<file path="src/rtl/cal_counter.sv">
module cal_counter #(
  parameter int PRESCALE = 32768,
  parameter int AW = 8,
  parameter int DW = 32
) (
  input  logic          clk,
  input  logic          rst_n,
  input  logic          osc_pulse,
  input  logic          wr_unlock,
  input  logic          bus_we,
  input  logic [AW-1:0] bus_addr,
  input  logic [DW-1:0] bus_wdata,
  output logic [DW-1:0] bus_rdata
);
  localparam int PW = (PRESCALE > 2) ? $clog2(PRESCALE) : 1;
  localparam logic [PW-1:0] PRE_TOP = PW'(PRESCALE - 1);
  localparam logic [AW-1:0] A_CTL = AW'(8'h20);
  localparam logic [AW-1:0] A_DBN = AW'(8'h2C);
  localparam logic [AW-1:0] A_YR  = AW'(8'h40);
  localparam logic [AW-1:0] A_MON = AW'(8'h44);
  localparam logic [AW-1:0] A_DOM = AW'(8'h48);
  localparam logic [AW-1:0] A_DOW = AW'(8'h4C);
  localparam logic [AW-1:0] A_HR  = AW'(8'h50);
  localparam logic [AW-1:0] A_MIN = AW'(8'h54);
  localparam logic [AW-1:0] A_SEC = AW'(8'h58);

  logic [6:0] yr_q;
  logic [3:0] mon_q;
  logic [4:0] dom_q, hr_q, mdays;
  logic [2:0] dow_q, dbn_q;
  logic [5:0] min_q, sec_q;
  logic       stop_q;
  logic [PW-1:0] pre_q;

  logic wr_ok, tick, c_min, c_hr, c_day, c_mon, c_yr;

  assign wr_ok = bus_we & wr_unlock;
  assign tick  = osc_pulse & ~stop_q & (pre_q == PRE_TOP);
  assign c_min = tick  & (sec_q >= 6'd59);
  assign c_hr  = c_min & (min_q >= 6'd59);
  assign c_day = c_hr  & (hr_q  >= 5'd23);
  assign c_mon = c_day & (dom_q >= mdays);
  assign c_yr  = c_mon & (mon_q >= 4'd12);

  always_comb begin
    case (mon_q)
      4'd2:                       mdays = (yr_q[1:0] == 2'd0) ? 5'd29 : 5'd28;
      4'd4, 4'd6, 4'd9, 4'd11:    mdays = 5'd30;
      default:                    mdays = 5'd31;
    endcase
  end

  always_ff @(posedge clk) begin
    if (!rst_n) begin
      pre_q <= '0;
    end else if (stop_q) begin
      pre_q <= '0;
    end else if (osc_pulse) begin
      pre_q <= (pre_q == PRE_TOP) ? '0 : pre_q + 1'b1;
    end
  end

  always_ff @(posedge clk) begin
    if (!rst_n) begin
      stop_q <= 1'b1;
      dbn_q  <= '0;
    end else if (wr_ok) begin
      if (bus_addr == A_CTL) stop_q <= bus_wdata[0];
      if (bus_addr == A_DBN) dbn_q  <= bus_wdata[2:0];
    end
  end

  always_ff @(posedge clk) begin
    if (!rst_n)                        sec_q <= '0;
    else if (wr_ok && bus_addr == A_SEC) sec_q <= bus_wdata[5:0];
    else if (tick)                     sec_q <= (sec_q >= 6'd59) ? 6'd0 : sec_q + 6'd1;
  end

  always_ff @(posedge clk) begin
    if (!rst_n)                        min_q <= '0;
    else if (wr_ok && bus_addr == A_MIN) min_q <= bus_wdata[5:0];
    else if (c_min)                    min_q <= (min_q >= 6'd59) ? 6'd0 : min_q + 6'd1;
  end

  always_ff @(posedge clk) begin
    if (!rst_n)                        hr_q <= '0;
    else if (wr_ok && bus_addr == A_HR) hr_q <= bus_wdata[4:0];
    else if (c_hr)                     hr_q <= (hr_q >= 5'd23) ? 5'd0 : hr_q + 5'd1;
  end

  always_ff @(posedge clk) begin
    if (!rst_n)                        dow_q <= '0;
    else if (wr_ok && bus_addr == A_DOW) dow_q <= bus_wdata[2:0];
    else if (c_day)                    dow_q <= (dow_q >= 3'd6) ? 3'd0 : dow_q + 3'd1;
  end

  always_ff @(posedge clk) begin
    if (!rst_n)                        dom_q <= 5'd1;
    else if (wr_ok && bus_addr == A_DOM) dom_q <= bus_wdata[4:0];
    else if (c_day)                    dom_q <= (dom_q >= mdays) ? 5'd1 : dom_q + 5'd1;
  end

  always_ff @(posedge clk) begin
    if (!rst_n)                        mon_q <= 4'd1;
    else if (wr_ok && bus_addr == A_MON) mon_q <= bus_wdata[3:0];
    else if (c_mon)                    mon_q <= (mon_q >= 4'd12) ? 4'd1 : mon_q + 4'd1;
  end

  always_ff @(posedge clk) begin
    if (!rst_n)                        yr_q <= '0;
    else if (wr_ok && bus_addr == A_YR) yr_q <= bus_wdata[6:0];
    else if (c_yr)                     yr_q <= (yr_q >= 7'd99) ? 7'd0 : yr_q + 7'd1;
  end

  always_comb begin
    bus_rdata = '0;
    case (bus_addr)
      A_CTL: bus_rdata = DW'(stop_q);
      A_DBN: bus_rdata = DW'(dbn_q);
      A_YR:  bus_rdata = DW'(yr_q);
      A_MON: bus_rdata = DW'(mon_q);
      A_DOM: bus_rdata = DW'(dom_q);
      A_DOW: bus_rdata = DW'(dow_q);
      A_HR:  bus_rdata = DW'(hr_q);
      A_MIN: bus_rdata = DW'(min_q);
      A_SEC: bus_rdata = DW'(sec_q);
      default: bus_rdata = '0;
    endcase
  end
endmodule

</file>
<file path="config.mk">
export PLATFORM = sky130hd
export DESIGN_NAME = cal_counter
export DESIGN_NICKNAME = d
export VERILOG_FILES = /design/src/rtl/cal_counter.sv
export SDC_FILE = /design/constraint.sdc
export NUM_CORES = 1
export LEC_CHECK = 0
export BUFFER_PORTS_ARGS = -buffer_cell sky130_fd_sc_hd__buf_4
export CAP_MARGIN = 10
export CORE_ASPECT_RATIO = 1.75
export CORE_MARGIN = 2
export CORE_UTILIZATION = 48
export CTS_CLUSTER_DIAMETER = 80
export DETAILED_ROUTE_END_ITERATION = 7
export GPL_ROUTABILITY_DRIVEN = 0
export PLACE_DENSITY = 0.72
export SLEW_MARGIN = 0
export SYNTH_ARGS = -nofsm -noshare
export SYNTH_HDL_FRONTEND = slang
export SYNTH_SLANG_ARGS = --single-unit
</file>
<file path="constraint.sdc">
create_clock -name clk -period 2.7 [get_ports clk]
set_input_delay 0 -clock clk [delete_from_list [all_inputs] [get_ports clk]]
set_output_delay 0 -clock clk [all_outputs]
set_load 0.1 [all_outputs]
</file>
# After elaboration in Yosys (flattened, before gate mapping)
# Cells that the tools add are included.
# word_totals
out_inout_bits	32
in_bits	45
regBits	55
wordCells	94
# op_classes
n_eq_ne	15
bitwise_logic	10
n_lt_le_gt_ge	7
mux	25
add_sub_neg	8
reduce_logical	19
# ops
cell	n
$pmux W7 S9	1
$eq A8 B7 Y1 const B	7
$mux W6	6
$mux W5	6
$mux W7	3
$eq A8 B6 Y1 const B	2
$add A15 B1 Y15 const B	1
$eq A15 B15 Y1 const B	1
$mux W15	1
$reduce_bool A2 Y1	7
$add A6 B1 Y6 const B	2
$ge A6 B6 Y1 const B	2
$mux W4	3
$add A5 B1 Y5 const B	2
$mux W3	3
$and A1 B1 Y1	8
$eq A4 B3 Y1 const B	2
$eq A4 B4 Y1 const B	2
$add A7 B1 Y7 const B	1
$ge A7 B7 Y1 const B	1
$logic_and A1 B1 Y1	7
$ge A5 B5 Y1	1
$ge A5 B5 Y1 const B	1
$add A4 B1 Y4 const B	1
11 further kinds	13

# Longest topological paths before layout
# Gate-level depths: netlist of the first run.
# depth
ltp_word	10
depth_mapped	12
depth_no_buf	11

# Least setup slack after synthesis of the first run
# Ideal clock, no wire load.
# synth_timing
path_kind	register to register
from	reg mon_q[0]
to	reg yr_q[0]
path_slack_ns	0.152
setup_ns	0.074
arrival_ns	2.474
synth_period_minus_slack_ns	2.548
t_required_ns	2.626
path_stages_with_launch	13
path_buffers	1
path_cell_list	dfxtp_1 > inv_1 > ha_1 > o21ai_0 > o21ai_0 > o21ai_0 > ha_1 > nand2b_1 > a21oi_1 > or3_1 > clkbuf_1 > or4_1 > a31oi_1
# synth_between
elab_chain_cells	7
elab_cells_between_ends	12
classes_between	order compare: 2; eq/ne: 5; mux: 1; bitwise: 2; reduce/logical: 2
# synth_rtl
element	line_no	rtl
from (decl)	28	logic [3:0] mon_q;
from (signal assigned)	105	else if (wr_ok && bus_addr == A_MON) mon_q <= bus_wdata[3:0];
from (signal assigned)	106	else if (c_mon) mon_q <= (mon_q >= 4'd12) ? 4'd1 : mon_q + 4'd1;
$eq A4 B3 Y1 / $eq A4 B4 Y1 (equally long branches)	46	case (mon_q)
$reduce_or A4 Y1	46	
$pmux W2 S2	46	
$ge A5 B5 Y1	42	assign c_mon = c_day & (dom_q >= mdays);
$and A1 B1 Y1	42	
$and A1 B1 Y1 (*)	43	assign c_yr = c_mon & (mon_q >= 4'd12);
$reduce_bool A2 Y1 (no source line) (*)	--	
to (signal assigned)	111	else if (wr_ok && bus_addr == A_YR) yr_q <= bus_wdata[6:0];
to (signal assigned)	112	else if (c_yr) yr_q <= (yr_q >= 7'd99) ? 7'd0 : yr_q + 7'd1;
to (decl)	27	logic [6:0] yr_q;
# Mark *: on every way between the ends. The rest lies on a longest branch, timed or not.
# A chain may end at the register's enable or synchronous reset.

# Final worst setup path of the first run
# Ends and elaborated chain as after synthesis.

==> out/metrics.csv, run 1 <==
stage;metric;value;unit
global_routing;grt_pass1_wl;18600;microns
synthesis;synth-edff-count;0;
synthesis;syn_avg_cell_area;7.65;sq um
worst_setup_path;criticalPathCategory;flop to flop;
synthesis;ys_types;71;
cells_and_area;fin_util;0.533;
global_routing;overflow;0;
clock_tree;post-cts-setup-buffers;0;
clock_tree;clock_path_buffers;2;
drt;route.detailed.drc;0;
die;core_area;0.00796;sq mm
drt;first_pass_iters;6;
cells_and_area;fill_cells;756;
synthesis;synthCells;515;
timing;rsz0062_at_grt;false;
die;ios;77;
worst_setup_path;critical_path_peak_fanout;4;
synthesis;synthTopCellsByArea;dfxtp_1 28%, o21ai_0 5.2%, buf_4 5.1%;
clock_tree;cts_buffers;5;
synthesis;synth_seq_cells;55;
timing;final_max_slew_viol_count;0;
power;intPower;0.00125;W
synthesis;async_flop_share;0;
clock_tree;clk_pin_slew_worst_paths;0.07;ns
drt;via_per_inst;6.54;
clock_tree;cts_num_sinks;55;
worst_setup_path;end_kind;flop;
synthesis;synth_top_area_cell;dfxtp_1;
cells_and_area;diodes;0;
timing;relSlewSlack;0.508;
synthesis;yosys.area.top_type_share;0.280;
die;chipHeight;124;microns
die;num_rows;43;
min_path;holdPathStages;3;
cells_and_area;final_nets;585;
timing;tns;0;ns
synthesis;synth-main-ff-cell;dfxtp_1;
drt;routed_wl;11400;microns
power;pwr-share-seq;0.465;
power;power_switching;0.000515;W
power;power.share.combinational;0.145;
timing;worst_slack;0.208;ns
die;start_util;0.495;
outcome;violations;negative hold slack;
clock_tree;cts_tree;built;
timing;finalCriticalPeriod;2.49;ns
place;numPortBuffers;26;
global_routing;antenna_found_initial;0;
place;dpl.hpwl;8420;microns
synthesis;seq_area_frac_synth;0.280;
die;fp.dieW;72.5;microns
clock_tree;h-tree-depth;2;
cells_and_area;drive_gt1_frac;0.116;
die;die-area;0.00897;sq mm
power;p_sw_frac;0.292;
synthesis;synth_area;0.00394;sq mm
cells_and_area;syn_to_final_growth;7.82;%
drt;num_vias;4030;
worst_setup_path;crit_required;2.93;ns
global_routing;grt_use_total;0.264;
clock_tree;cts_root_buffer;clkbuf_16;
timing;finalCritPeriodShare;0.923;
timing;holdWs;-0.00416;ns
synthesis;yosys_warnings;0;
timing;finClkSkew;0.00849;ns
worst_setup_path;cpMaxStageDelayCell;or4_1;
drt;ant_nets;0;
worst_setup_path;critPathLaunchType;flop;
global_routing;grt_max_degree;42;
flow_run;drv_cap;0;
drt;wire_per_inst;18.6;microns
cells_and_area;final_cell_area;0.00425;sq mm
worst_setup_path;slowest_delay;0.46;ns
global_routing;grt_pass1_vias;3785;
worst_setup_path;r2r_cells;11;
power;vdd_ir_drop_max;0.000296;V
worst_setup_path;cp.arrival;2.72;ns
timing;fmax;401;MHz
timing;worst_slew_pin_slew;0.734;ns
power;p_leak;1.57;nW
drt;drt_iter0_markers;531;
power;clkPwrFrac;0.389;
place;place_area;0.00407;sq mm
outcome;status;complete, but fails checks;
worst_setup_path;cp_cell_sequence;inv_1, ha_1, inv_1, o21ai_0, o21ai_1, ha_1, nand2b_1, a21oi_1, or3_4, or4_1, a31oi_1;
min_path;hp-class;primary input to flop;
power;p_per_area;416;mW/mm^2
place;pre_cts_ws;0.115;ns
clock_tree;clock_latency;0.30;ns
timing;hold_violations;1;
timing;setup_viol;0;
==> final cells by class <==
cell class              count  area [sq um]  area share
inverters                  12          45.0      0.0106
flip-flops and latches     55          1100       0.260
well taps                  90           113      0.0265
multi-input cells         416          2560       0.604
clock buffers               8           156      0.0368
repair buffers             35           263      0.0619
==> power by group through the flow <==
| stage | logic [W] | clock network (W) | registers (W) |
|---|---|---|---|
| floorplan | 0.000233 | 0 | 0.000835 |
| global placement | 0.000251 | 0 | 0.000839 |
| detailed placement | 0.000253 | 0 | 0.000840 |
| CTS | 0.000253 | 0.000699 | 0.000821 |
| global route | 0.000268 | 0.000732 | 0.000821 |
| finish | 0.000257 | 0.000687 | 0.000821 |
==> cell families (layout without fill, tap and decap cells) <==
kind of cell             after synthesis  after routing  share of synthesized area
AO/OA/AOI/OAI                        141            141                      0.237
XOR/XNOR                              15             15                     0.0334
adder cells (fa/ha/maj)               15             15                     0.0477
buffers and inverters                 68             55                     0.0950
flip-flops                            55             55                      0.280
multiplexers                           9              9                     0.0235
other                                  1             25                   0.000952
AND/OR/NAND/NOR                      211            211                      0.282
==> timing repair <==
item                                    4_1_cts  5_1_grt
hold buffers                                  0        0
endpoints found under the setup margin        0        9
gates resized for setup                       0        6
==> sequential cells by signal, indices dropped and copies added (netlist names), 3 cells and up <==
name	cells
dbn_q	3
dom_q	5
mon_q	4
dow_q	3
hr_q	5
sec_q	6
yr_q	7
pre_q	15
min_q	6
==> cell usage in the layout, fill, tap and decap left out, types with 5 or more instances in the layout <==
cell	Yosys	final
mux2i_1	7	7
nand3_1	31	31
inv_1	12	12
nor2_1	46	46
clkbuf_16	0	5
xor2_1	11	11
conb_1	1	25
o211ai_1	6	6
and3_1	13	13
o21ai_0	41	40
a31oi_1	27	27
nand4_1	11	11
or3_1	10	9
ha_1	15	15
nand4b_1	6	6
o31ai_1	6	6
nor3_1	10	9
a21oi_1	17	17
dfxtp_1	55	53
buf_4	27	35
nand2_1	52	51
==> stage by stage <==
stage	power, W	cells	hold slack [ns]
floorplan	0.00107	539	0.147
global placement	0.00109	608	0.296
detailed placement	0.00109	608	0.309
CTS	0.00177	616	0.00268
global route	0.00182	616	0.0425
finish	0.00176	616	-0.00416
==> path summary, 6_finish.rpt <==
path	startpoint	end	slack, ns
min reg2reg	pre_q[1]	pre_q[1]	0.50
max	mon_q[0]	yr_q[0]	0.21
max reg2reg	mon_q[0]	yr_q[0]	0.21
min	bus_wdata[6]	yr_q[6]	-0.004
==> per-layer routing <==
| metal | vias up | track usage | share of wire |
|---|---|---|---|
| li1 | 1883 | - | - |
| met1 | 1865 | 0.290 | 0.37 |
| met2 | 221 | 0.467 | 0.50 |
| met3 | 61 | 0.0340 | 0.064 |
| met4 | 0 | 0.174 | 0.071 |
| met5 | - | 0 | 0 |
==> cell usage after synthesis (3+ instances only) <==
cell,instances
nand2_1,52
or3_1,10
clkbuf_1,18
xnor2_1,4
a21oi_1,17
o2111ai_1,3
or4_1,3
xor2_1,11
inv_1,12
o31ai_1,6
dfxtp_1,55
nor3_1,10
a22oi_1,4
nand4b_1,6
o211ai_1,6
nand3_1,31
buf_2,3
o22ai_1,4
mux2i_1,7
and3_1,13
nor2_1,46
o21ai_0,41
nand2b_1,4
a31oi_1,27
ha_1,15
a41oi_1,3
a311oi_1,3
nand4_1,11
buf_4,27
and4_1,3
a22o_1,4
clkbuf_2,5
==> critical path: cells and delay by family, from the launching register on <==
family | cells | cell delay [ns]
AOI/OAI and AO/OA | 4 | 0.57
DFF | 1 | 0.33
and+or+nand+nor | 3 | 0.96
buffers and inverters | 2 | 0.13
adders and majority gates | 2 | 0.43
(Power assumes the default switching activity.)
==> run 2: changes to the inputs <==
- HOLD_SLACK_MARGIN: not set -> 0.02
- PLACE_DENSITY: 0.72 -> 0.69
- clock period: 2.7 -> 2.8 ns (I/O delays scaled with it)
==> run 2 against run 1 <==
Effect of this change: the run now ends clean; power is 1.0% lower; setup slack worse by 0.018 ns; global-route usage barely moved; first-iteration DRC count shrank 34%; sequential power shrank 3.7%; critical path depth is 1 lower; clock power grew 3.1%; critical path type unchanged; largest power group unchanged; highest routed layer unchanged.
==> out/metrics.csv, run 2 (synthesized netlist as in run 1, its figures left out) <==
stage;metric;value;unit
die;core_area;0.00796;sq mm
power;vdd_ir_drop_max;0.000263;V
global_routing;grt_pass1_wl;18400;microns
timing;worst_slew_pin_slew;0.538;ns
drt;wire_per_inst;18.4;microns
drt;first_pass_iters;6;
timing;fmax;383;MHz
global_routing;overflow;0;
power;p_per_area;407;mW/mm^2
drt;via_per_inst;6.38;
drt;num_vias;3966;
cells_and_area;seq_area;0.00110;sq mm
global_routing;grt_use_total;0.264;
place;dpl.hpwl;8590;microns
drt;drt_iter0_markers;349;
flow_run;drv_cap;0;
cells_and_area;final_cell_area;0.00429;sq mm
place;numPortBuffers;26;
outcome;status;complete, no violations;
worst_setup_path;criticalPathCategory;flop to flop;
clock_tree;clock_path_buffers;2;
timing;setup_viol;0;
worst_setup_path;slowest_delay;0.48;ns
global_routing;grt_max_degree;42;
clock_tree;post-cts-setup-buffers;0;
worst_setup_path;cp_top_family;simple AND/OR/NAND/NOR gates;
timing;tns;0;ns
clock_tree;cts_tree;built;
cells_and_area;largest_reg_flops;15;
cells_and_area;multi_input_comb_area;0.00255;sq mm
worst_setup_path;critical_path_peak_fanout;6;
worst_setup_path;crit_required;3.02;ns
clock_tree;clk_pin_slew_worst_paths;0.07;ns
cells_and_area;reg_top3;pre_q x15, yr_q x7;
worst_setup_path;cp.arrival;2.83;ns
power;p_leak;1.60;nW
die;ios;77;
worst_setup_path;cpMaxStageDelayCell;or4_1;
timing;rsz0062_at_grt;false;
die;die-area;0.00897;sq mm
die;start_util;0.495;
clock_tree;cts_root_buffer;clkbuf_16;
cells_and_area;final_cell_mix;53 x dfxtp_1, 52 x nand2_1, 46 x nor2_1;
worst_setup_path;critPathLaunchType;flop;
worst_setup_path;path_buf_inv;1;
cells_and_area;largest_register;pre_q;
timing;finClkSkew;0.0112;ns
timing;hold_violations;0;
global_routing;grt_pass1_vias;3736;
cells_and_area;fill_cells;775;
drt;routed_wl;11500;microns
timing;finalCriticalPeriod;2.61;ns
clock_tree;clock_latency;0.30;ns
timing;final_max_slew_viol_count;0;
clock_tree;h-tree-depth;2;
worst_setup_path;cp_cell_sequence;inv_1, ha_1, o21ai_0, o21ai_0, ha_1, nand2b_1, a21oi_1, or3_1, or4_1, a31oi_1;
cells_and_area;final_nets;592;
die;fp.dieW;72.5;microns
timing;relSlewSlack;0.639;
place;place_area;0.00411;sq mm
die;num_rows;43;
drt;route.detailed.drc;0;
cells_and_area;diodes;0;
global_routing;antenna_found_initial;0;
drt;ant_nets;0;
cells_and_area;syn_to_final_growth;9.02;%
clock_tree;cts_buffers;5;
die;chipHeight;124;microns
cells_and_area;drive_gt1_frac;0.117;
clock_tree;cts_num_sinks;55;
timing;finalCritPeriodShare;0.932;
worst_setup_path;end_kind;flop;
min_path;hp-class;primary input to flop;
cells_and_area;layout_commonest_cell;dfxtp_1;
==> run 2: timing repair <==
action | in CTS | in global routing
endpoints found under the setup margin | 0 | 2
resized for setup | 0 | 2
hold endpoints to repair | 2 | 0
hold buffers | 2 | 0
==> run 2: routing by layer <==
metal,global-route usage,up-vias,share of wire,routed length [microns]
li1,-,1898,-,-
met4,0.182,0,0.062,713
met1,0.280,1876,0.38,4340
met2,0.474,147,0.51,5860
met3,0.0340,45,0.048,546
met5,0,-,0,0
==> run 2: cell type report <==
| type | instances | area share |
|---|---|---|
| multi-input cells | 416 | 0.595 |
| flip-flops and latches | 55 | 0.257 |
| repair buffers | 42 | 0.0746 |
| clock buffers | 6 | 0.0300 |
| well taps | 90 | 0.0262 |
| inverters | 12 | 0.0105 |
| clock inverters | 1 | 0.00700 |
==> run 2: power breakdown <==
| group | total [W] | leakage (nW) | switching (W) | internal (W) |
|---|---|---|---|---|
| logic | 0.000248 | 1.08 | 0.000208 | 0.0000400 |
| clock network | 0.000708 | 0.0769 | 0.000289 | 0.000418 |
| registers | 0.000791 | 0.444 | 0.00000650 | 0.000785 |
==> run 2: worst min-delay path: cells and delay by family <==
family,cells,cell delay [ns]
buf+inv,1,0.12
compound gates,1,0.06
simple gates,1,0.10
==> run 2: through the flow <==
stage               worst slack, ns  hold WS, ns   util  instances  power, W
global route                0.00918       0.0408  0.539        622   0.00180
finish                        0.190       0.0326  0.539        622   0.00175
detailed placement            0.176        0.296  0.516        613   0.00105
floorplan                     0.252        0.147      -        539   0.00103
CTS                           0.148       0.0208  0.539        622   0.00176
global placement              0.254        0.289  0.516        613   0.00105
==> run 2: path summary, 6_finish.rpt <==
| path | start | to | slack, ns | cells after the start |
|---|---|---|---|---|
| worst max-delay path | yr_q[1] | yr_q[0] | 0.19 | 10 |
| worst min-delay path | osc_pulse | pre_q[1] | 0.03 | 3 |
| worst max register to register | yr_q[1] | yr_q[0] | 0.19 | 10 |
| worst min register to register | pre_q[1] | pre_q[1] | 0.51 | 2 |
